## src/rtl/sst_pkg.sv

```systemverilog
// Package: shared types for the serial transmitter.
// Assumes: nothing beyond IEEE 1800-2017.
package sst_pkg;

    // Frame sequencer state
    typedef enum logic [1:0] {
        ST_IDLE  = 2'd0,  // nothing in the shifter
        ST_ARMED = 2'd1,  // word loaded, waiting for a falling event
        ST_SHIFT = 2'd2,  // bits on the line
        ST_GAP   = 2'd3   // one idle bit between frames
    } sst_state_e;

endpackage

```

## src/rtl/sst_baud_div.sv

```systemverilog
// Module: free-running divider of the baud tick.
// Produces the shift clock level and a strobe for its falling event.
// The count moves only on ticks and is cleared only by reset.
// Assumes: DIV is even and at least 2.
module sst_baud_div #(
    parameter int DIV = 4
) (
    input  logic clk,
    input  logic rst_n,
    input  logic tick,
    output logic sck_lvl,
    output logic fall_evt
);
    localparam int CW = (DIV > 2) ? $clog2(DIV) : 1;
    localparam logic [CW-1:0] LAST = CW'(DIV - 1);
    localparam logic [CW-1:0] HALF = CW'(DIV / 2);

    logic [CW-1:0] cnt_q;

    // Advance the phase count on every baud tick
    always_ff @(posedge clk) begin
        if (!rst_n)
            cnt_q <= '0;
        else if (tick)
            cnt_q <= (cnt_q == LAST) ? '0 : cnt_q + 1'b1;
    end

    // Low for the first half of the count, high for the second half
    assign sck_lvl  = (cnt_q >= HALF);
    assign fall_evt = tick && (cnt_q == LAST);
endmodule

```

## src/rtl/sst_hold_buf.sv

```systemverilog
// Module: one-word holding register in front of the shifter.
// A write has priority over a take in the same cycle, so a word written
// while the old one is being taken stays pending.
// Assumes: take is asserted only when full_o is 1.
module sst_hold_buf #(
    parameter int W = 8
) (
    input  logic         clk,
    input  logic         rst_n,
    input  logic         wr_en,
    input  logic [W-1:0] wr_data,
    input  logic         take,
    output logic [W-1:0] data_o,
    output logic         full_o
);
    // Capture a written word
    always_ff @(posedge clk) begin
        if (!rst_n)
            data_o <= '0;
        else if (wr_en)
            data_o <= wr_data;
    end

    // Track whether a word is waiting
    always_ff @(posedge clk) begin
        if (!rst_n)
            full_o <= 1'b0;
        else if (wr_en)
            full_o <= 1'b1;
        else if (take)
            full_o <= 1'b0;
    end
endmodule

```

## src/rtl/sst_shift_eng.sv

```systemverilog
// Module: frame sequencer and shift register.
// Loads from the holding register, drives clock and data lines, inserts a
// one-bit gap between chained frames, and flags an end with nothing queued.
// Assumes: fall_evt is a one-cycle strobe in the last cycle of the high
// half of the shift clock, and sck_lvl is the shift clock level.
module sst_shift_eng
    import sst_pkg::*;
#(
    parameter int W = 8
) (
    input  logic         clk,
    input  logic         rst_n,
    input  logic         fall_evt,
    input  logic         sck_lvl,
    input  logic         buf_full,
    input  logic [W-1:0] buf_data,
    output logic         take,
    output logic         end_idle,
    output logic         sclk_o,
    output logic         sdo_o
);
    localparam int IW = (W > 1) ? $clog2(W) : 1;
    localparam logic [IW-1:0] LAST_BIT = IW'(W - 1);

    sst_state_e    st_q;
    logic [W-1:0]  sh_q;
    logic [IW-1:0] bit_q;
    logic          last_bit;
    logic          frame_end;

    assign last_bit  = (bit_q == LAST_BIT);
    assign frame_end = (st_q == ST_SHIFT) && fall_evt && last_bit;
    assign take      = ((st_q == ST_IDLE) && buf_full) || (frame_end && buf_full);
    assign end_idle  = frame_end && !buf_full;

    // Sequence frames and shift the data out
    always_ff @(posedge clk) begin
        if (!rst_n) begin
            st_q  <= ST_IDLE;
            sh_q  <= '0;
            bit_q <= '0;
            sdo_o <= 1'b1;
        end else begin
            case (st_q)
                ST_IDLE: begin
                    sdo_o <= 1'b1;
                    if (buf_full) begin
                        sh_q <= buf_data;
                        st_q <= ST_ARMED;
                    end
                end
                ST_ARMED, ST_GAP: begin
                    if (fall_evt) begin
                        sdo_o <= sh_q[0];
                        sh_q  <= sh_q >> 1;
                        bit_q <= '0;
                        st_q  <= ST_SHIFT;
                    end
                end
                ST_SHIFT: begin
                    if (fall_evt) begin
                        if (last_bit) begin
                            sdo_o <= 1'b1;
                            if (buf_full) begin
                                sh_q <= buf_data;
                                st_q <= ST_GAP;
                            end else begin
                                st_q <= ST_IDLE;
                            end
                        end else begin
                            sdo_o <= sh_q[0];
                            sh_q  <= sh_q >> 1;
                            bit_q <= bit_q + 1'b1;
                        end
                    end
                end
                default: st_q <= ST_IDLE;
            endcase
        end
    end

    // The clock line follows the shift clock only while bits are on the line
    assign sclk_o = (st_q == ST_SHIFT) ? sck_lvl : 1'b1;
endmodule

```

## src/rtl/sync_ser_tx.sv

```systemverilog
// Module: top of the double-buffered clocked serial transmitter.
// Wires the divider, holding register and sequencer, and keeps the sticky
// transmit-complete flag.
// Assumes: baud_tick is a one-cycle pulse; clk is the only clock.
module sync_ser_tx #(
    parameter int FRAME_W  = 8,
    parameter int TICK_DIV = 4
) (
    input  logic               clk,
    input  logic               rst_n,
    input  logic               baud_tick,
    input  logic               wr_en,
    input  logic [FRAME_W-1:0] wr_data,
    input  logic               tc_clr,
    output logic               sclk_o,
    output logic               sdo_o,
    output logic               buf_empty_o,
    output logic               tx_done_o
);
    logic               sck_lvl;
    logic               fall_evt;
    logic               take;
    logic               end_idle;
    logic               buf_full;
    logic [FRAME_W-1:0] buf_data;

    sst_baud_div #(.DIV(TICK_DIV)) div_i (
        .clk      (clk),
        .rst_n    (rst_n),
        .tick     (baud_tick),
        .sck_lvl  (sck_lvl),
        .fall_evt (fall_evt)
    );

    sst_hold_buf #(.W(FRAME_W)) buf_i (
        .clk     (clk),
        .rst_n   (rst_n),
        .wr_en   (wr_en),
        .wr_data (wr_data),
        .take    (take),
        .data_o  (buf_data),
        .full_o  (buf_full)
    );

    sst_shift_eng #(.W(FRAME_W)) eng_i (
        .clk      (clk),
        .rst_n    (rst_n),
        .fall_evt (fall_evt),
        .sck_lvl  (sck_lvl),
        .buf_full (buf_full),
        .buf_data (buf_data),
        .take     (take),
        .end_idle (end_idle),
        .sclk_o   (sclk_o),
        .sdo_o    (sdo_o)
    );

    // Sticky complete flag; a write or a clear wins over a set
    always_ff @(posedge clk) begin
        if (!rst_n)
            tx_done_o <= 1'b0;
        else if (wr_en || tc_clr)
            tx_done_o <= 1'b0;
        else if (end_idle)
            tx_done_o <= 1'b1;
    end

    assign buf_empty_o = !buf_full;
endmodule

```

## config.mk

```make
export PLATFORM = sky130hd
export DESIGN_NAME = sync_ser_tx
export DESIGN_NICKNAME = d
export VERILOG_FILES = /design/src/rtl/sst_pkg.sv /design/src/rtl/sst_baud_div.sv /design/src/rtl/sst_hold_buf.sv /design/src/rtl/sst_shift_eng.sv /design/src/rtl/sync_ser_tx.sv
export SDC_FILE = /design/constraint.sdc
export NUM_CORES = 1
export LEC_CHECK = 0
export BUFFER_PORTS_ARGS = -buffer_cell sky130_fd_sc_hd__clkbuf_2
export CAP_MARGIN = 20
export CORE_ASPECT_RATIO = 0.75
export CORE_MARGIN = 2
export CORE_UTILIZATION = 45
export CTS_CLUSTER_DIAMETER = 30
export DETAILED_ROUTE_END_ITERATION = 16
export GPL_TIMING_DRIVEN = 1
export PLACE_DENSITY = 0.67
export SLEW_MARGIN = 15
export SYNTH_ARGS = -nofsm -noshare
export SYNTH_HDL_FRONTEND = slang
export SYNTH_SLANG_ARGS = --single-unit
```

## constraint.sdc

```tcl
create_clock -name clk -period 1.45 [get_ports clk]
set_input_delay 0.145 -clock clk [delete_from_list [all_inputs] [get_ports clk]]
set_output_delay 0.145 -clock clk [all_outputs]
set_load 0.03 [all_outputs]
```

==> impl_metrics.json <==
{
  "synth_area_mm2": 0.001206,
  "p_comb_frac": 0.154,
  "hp-start": "wr_data[6]",
  "syn_inst": 119,
  "routedWlPerCell_um": 13.67,
  "cap_violations": 0,
  "place_area_mm2": 0.001376,
  "vias_per_cell": 5.139,
  "ir_drop_mv": 0.5615,
  "area_growth_pct": 26.66,
  "hpwl_mm": 1.633,
  "synthFlopType": "dfxtp_1",
  "io_pins": 17,
  "clk_pin_slew_worst_paths_ns": 0.13,
  "htree_levels": 1,
  "die-area_mm2": 0.003115,
  "synthSimpleGateAreaFrac": 0.2075,
  "synth-compound-area-share": 0.1515,
  "r2r_end": "eng_i.sh_q[0]",
  "synth_xor_xnor_area_share": 0,
  "numClockSinks": 26,
  "rsz0062_at_grt": "true",
  "route.met3.wl_um": 82,
  "p_clk_frac": 0.243,
  "coreArea_mm2": 0.002582,
  "cts_made_buffers": 3,
  "met1_length_mm": 1.154,
  "max_stage_delay_ns": 0.36,
  "timing.fmax_mhz": 650.9,
  "required_ns": 1.68,
  "tritoncts": "yes",
  "num-fill-cells": 228,
  "wl_mm": 2.461,
  "cpMostUsedCell": "ha_4",
  "io_buffers": 16,
  "hp-class": "primary input to flop",
  "power_leakage_nw": 0.6331,
  "ys_top_cells_by_area": "dfxtp_1 (43%), mux2i_1 (13%), o2bb2ai_1 (5.8%)",
  "r2r_cells": 7,
  "synth_async_sr_flop_share": 0,
  "die_y_um": 48.84,
  "r2r_start": "eng_i.bit_q[0]",
  "grt_max_degree": 23,
  "finalNetCount": 163,
  "syn_avg_cell_area_um2": 10.14,
  "routed.top_layer": "met4",
  "drc_errors": 0,
  "die_w_um": 63.78,
  "grt_pass1_vias": 888,
  "synthMuxAreaShare": 0.1328,
  "synth.ff_latch_count": 26,
  "cp_cell_sequence": "ha_4 -> ha_4 -> and2b_4 -> nor2_4 -> buf_6 -> mux2i_1 -> o2bb2ai_2",
  "initial_core_util": 0.4671,
  "antenna_found_initial": 0,
  "ff_latch_area_um2": 526.8,
  "insertedDiodeCount": 0,
  "setup_tns_ns": -0.4075,
  "worstSetupPathType": "flop to flop",
  "synth_top_area_share": 0.4315,
  "r2r_slack_ns": -0.09,
  "slew_viol_final": 0,
  "design_area_mm2": 0.001528,
  "status": "finished, violations left",
  "clock_latency_ns": 0.33,
  "cts_root_buf": "clkbuf_4",
  "multi_input_area_um2": 735.7,
  "slew_headroom": 0.7283,
  "synth_top_family_by_area": "simple AND/OR/NAND/NOR gates",
  "tightest_slew_ns": 0.4076,
  "synth.distinct_cells": 31,
  "setup_viol": 10,
  "crit_fanout": 4,
  "synth_largest_area_cell": "dfxtp_1",
  "rows": 16,
  "whs_ns": 0.06347,
  "yosys_warnings": 0,
  "firstDrtPassIters": 4,
  "dp_slack_ns": -0.1299,
  "powerDensity_mw_per_mm2": 827.5,
  "finalCritPeriodShare": 1.060,
  "synth_fa_ha_area_frac": 0.04149,
  "yosysMostFrequentCell": "dfxtp_1",
  "slowest_stage": "dfxtp_2",
  "endpoint_kind": "flop",
  "worstHoldPathCells": 3,
  "synth_edf_count": 0,
  "overflow": 0,
  "layout_min_cycle_time_ns": 1.536,
  "met2WireLength_mm": 1.162,
  "yosys-top-cells-count": "dfxtp_1 (26), mux2i_1 (16), nor2b_1 (10), nand2_1 (9)",
  "synthesis.nets": 136,
  "worst_slack_ns": -0.08634,
  "seq_power_share": 0.603,
  "final_antenna_net_count": 0,
  "p_int_mw": 0.9398,
  "synth-seq-area-share": 0.4315,
  "grt_util_all_layers": 0.1657,
  "whs_endpoint": "buf_i.data_o[6]",
  "clock_skew_ns": 0.003169,
  "arrival_ns": 1.76,
  "grt_pass1_wl_mm": 3.946,
  "switching_power_mw": 0.3244,
  "clk_path_buf_depth": 2,
  "p_sw_frac": 0.2566,
  "vias": 925,
  "gp_congestion": 0.7981,
  "hold_viol_final": 0,
  "first_iter_violations": 22,
  "drive_gt1_frac": 0.3889,
  "worst_setup_path_start_kind": "flop",
  "violations": "setup timing"
}
==> timing repair <==
action,CTS,global route
gates resized for setup,9,14
hold buffers,1,0
hold endpoints to repair,1,0
endpoints found under the setup margin,9,13
setup buffers,3,1
pin swaps,1,3
==> sequential cells by signal (all words and copies together), names as in the netlist <==
register and flops:
buf_i.data_o 8, eng_i.sh_q 8, eng_i.bit_q 3, div_i.cnt_q 2
eng_i.st_q 2, buf_i.full_o 1, eng_i.sdo_o 1, tx_done_o 1
==> final cells by class <==
| type | count | area share |
|---|---|---|
| clock buffer | 3 | 0.01474 |
| inverter | 2 | 0.004914 |
| multi-input combinational | 85 | 0.4816 |
| sequential | 26 | 0.3448 |
| tap | 36 | 0.02948 |
| timing repair buffer | 28 | 0.1245 |
==> power groups by stage <==
stage / Combinational, mW / Clock (mW) / Sequential, mW
floorplan: 0.116 / 0 / 0.771
global placement: 0.154 / 0 / 0.775
detailed placement: 0.159 / 0 / 0.776
CTS: 0.178 / 0.314 / 0.760
global route: 0.214 / 0.343 / 0.767
finish: 0.195 / 0.307 / 0.763
==> how the worst max path moves through the flow <==
stage / cells past startpoint / startpoint / slack (ns) / endpoint
after global placement: 6 / eng_i.bit_q[1] / -0.06 / eng_i.sh_q[3]
final: 7 / eng_i.bit_q[0] / -0.09 / eng_i.sh_q[0]
after detailed placement: 6 / eng_i.bit_q[1] / -0.13 / eng_i.sh_q[0]
after floorplan: 7 / eng_i.bit_q[0] / -0.002 / eng_i.sh_q[0]
after CTS: 4 / div_i.cnt_q[0] / -0.07 / sclk_o
after global routing: 7 / eng_i.bit_q[0] / -0.15 / eng_i.sh_q[0]
==> through the flow <==
stage                     instances    util  total power [mW]
final                           180  0.5916             1.264
after global routing            180  0.5916             1.324
after CTS                       179  0.5635             1.252
after detailed placement        172  0.5329            0.9354
after global placement          172  0.5329            0.9286
after floorplan                 119       -            0.8868
==> worst max-delay path, delay by kind of cell, from the launching register on <==
kind	cells	cell delay, ns
muxes	1	0.20
adders and majority gates	2	0.31
buffers and inverters	1	0.13
and+or+nand+nor	2	0.34
DFF	1	0.36
AOI/OAI and AO/OA	1	0.10
==> metal layers <==
metal / vias to the layer above / GRT usage
met5: - / 0
met2: 19 / 0.2674
met3: 6 / 0.04388
met4: 0 / 0.09420
met1: 430 / 0.1997
li1: 470 / -
==> logic make-up (layout without fill, tap and decap cells) <==
group           count (synthesis)  after routing
compound gates                 23             23
fa+ha+maj                       4              4
buf+inv                         8             33
flops                          26             26
mux                            16             16
simple gates                   42             42
==> layout by cell type, fill, tap and decap left out, types with 2 or more instances in the layout <==
cell,n
o2bb2ai_1,4
o2111ai_1,2
nor2_1,3
nand3_1,2
clkbuf_4,3
buf_4,9
and2_4,2
dfxtp_2,5
dfxtp_1,21
clkbuf_2,15
a21boi_1,5
o21ai_0,2
and2_1,7
mux2i_2,2
nand2_1,8
nor2b_1,10
mux2i_1,14
o2bb2ai_2,4
buf_6,2
ha_4,2
No activity file was read; power rests on OpenSTA's default activity.
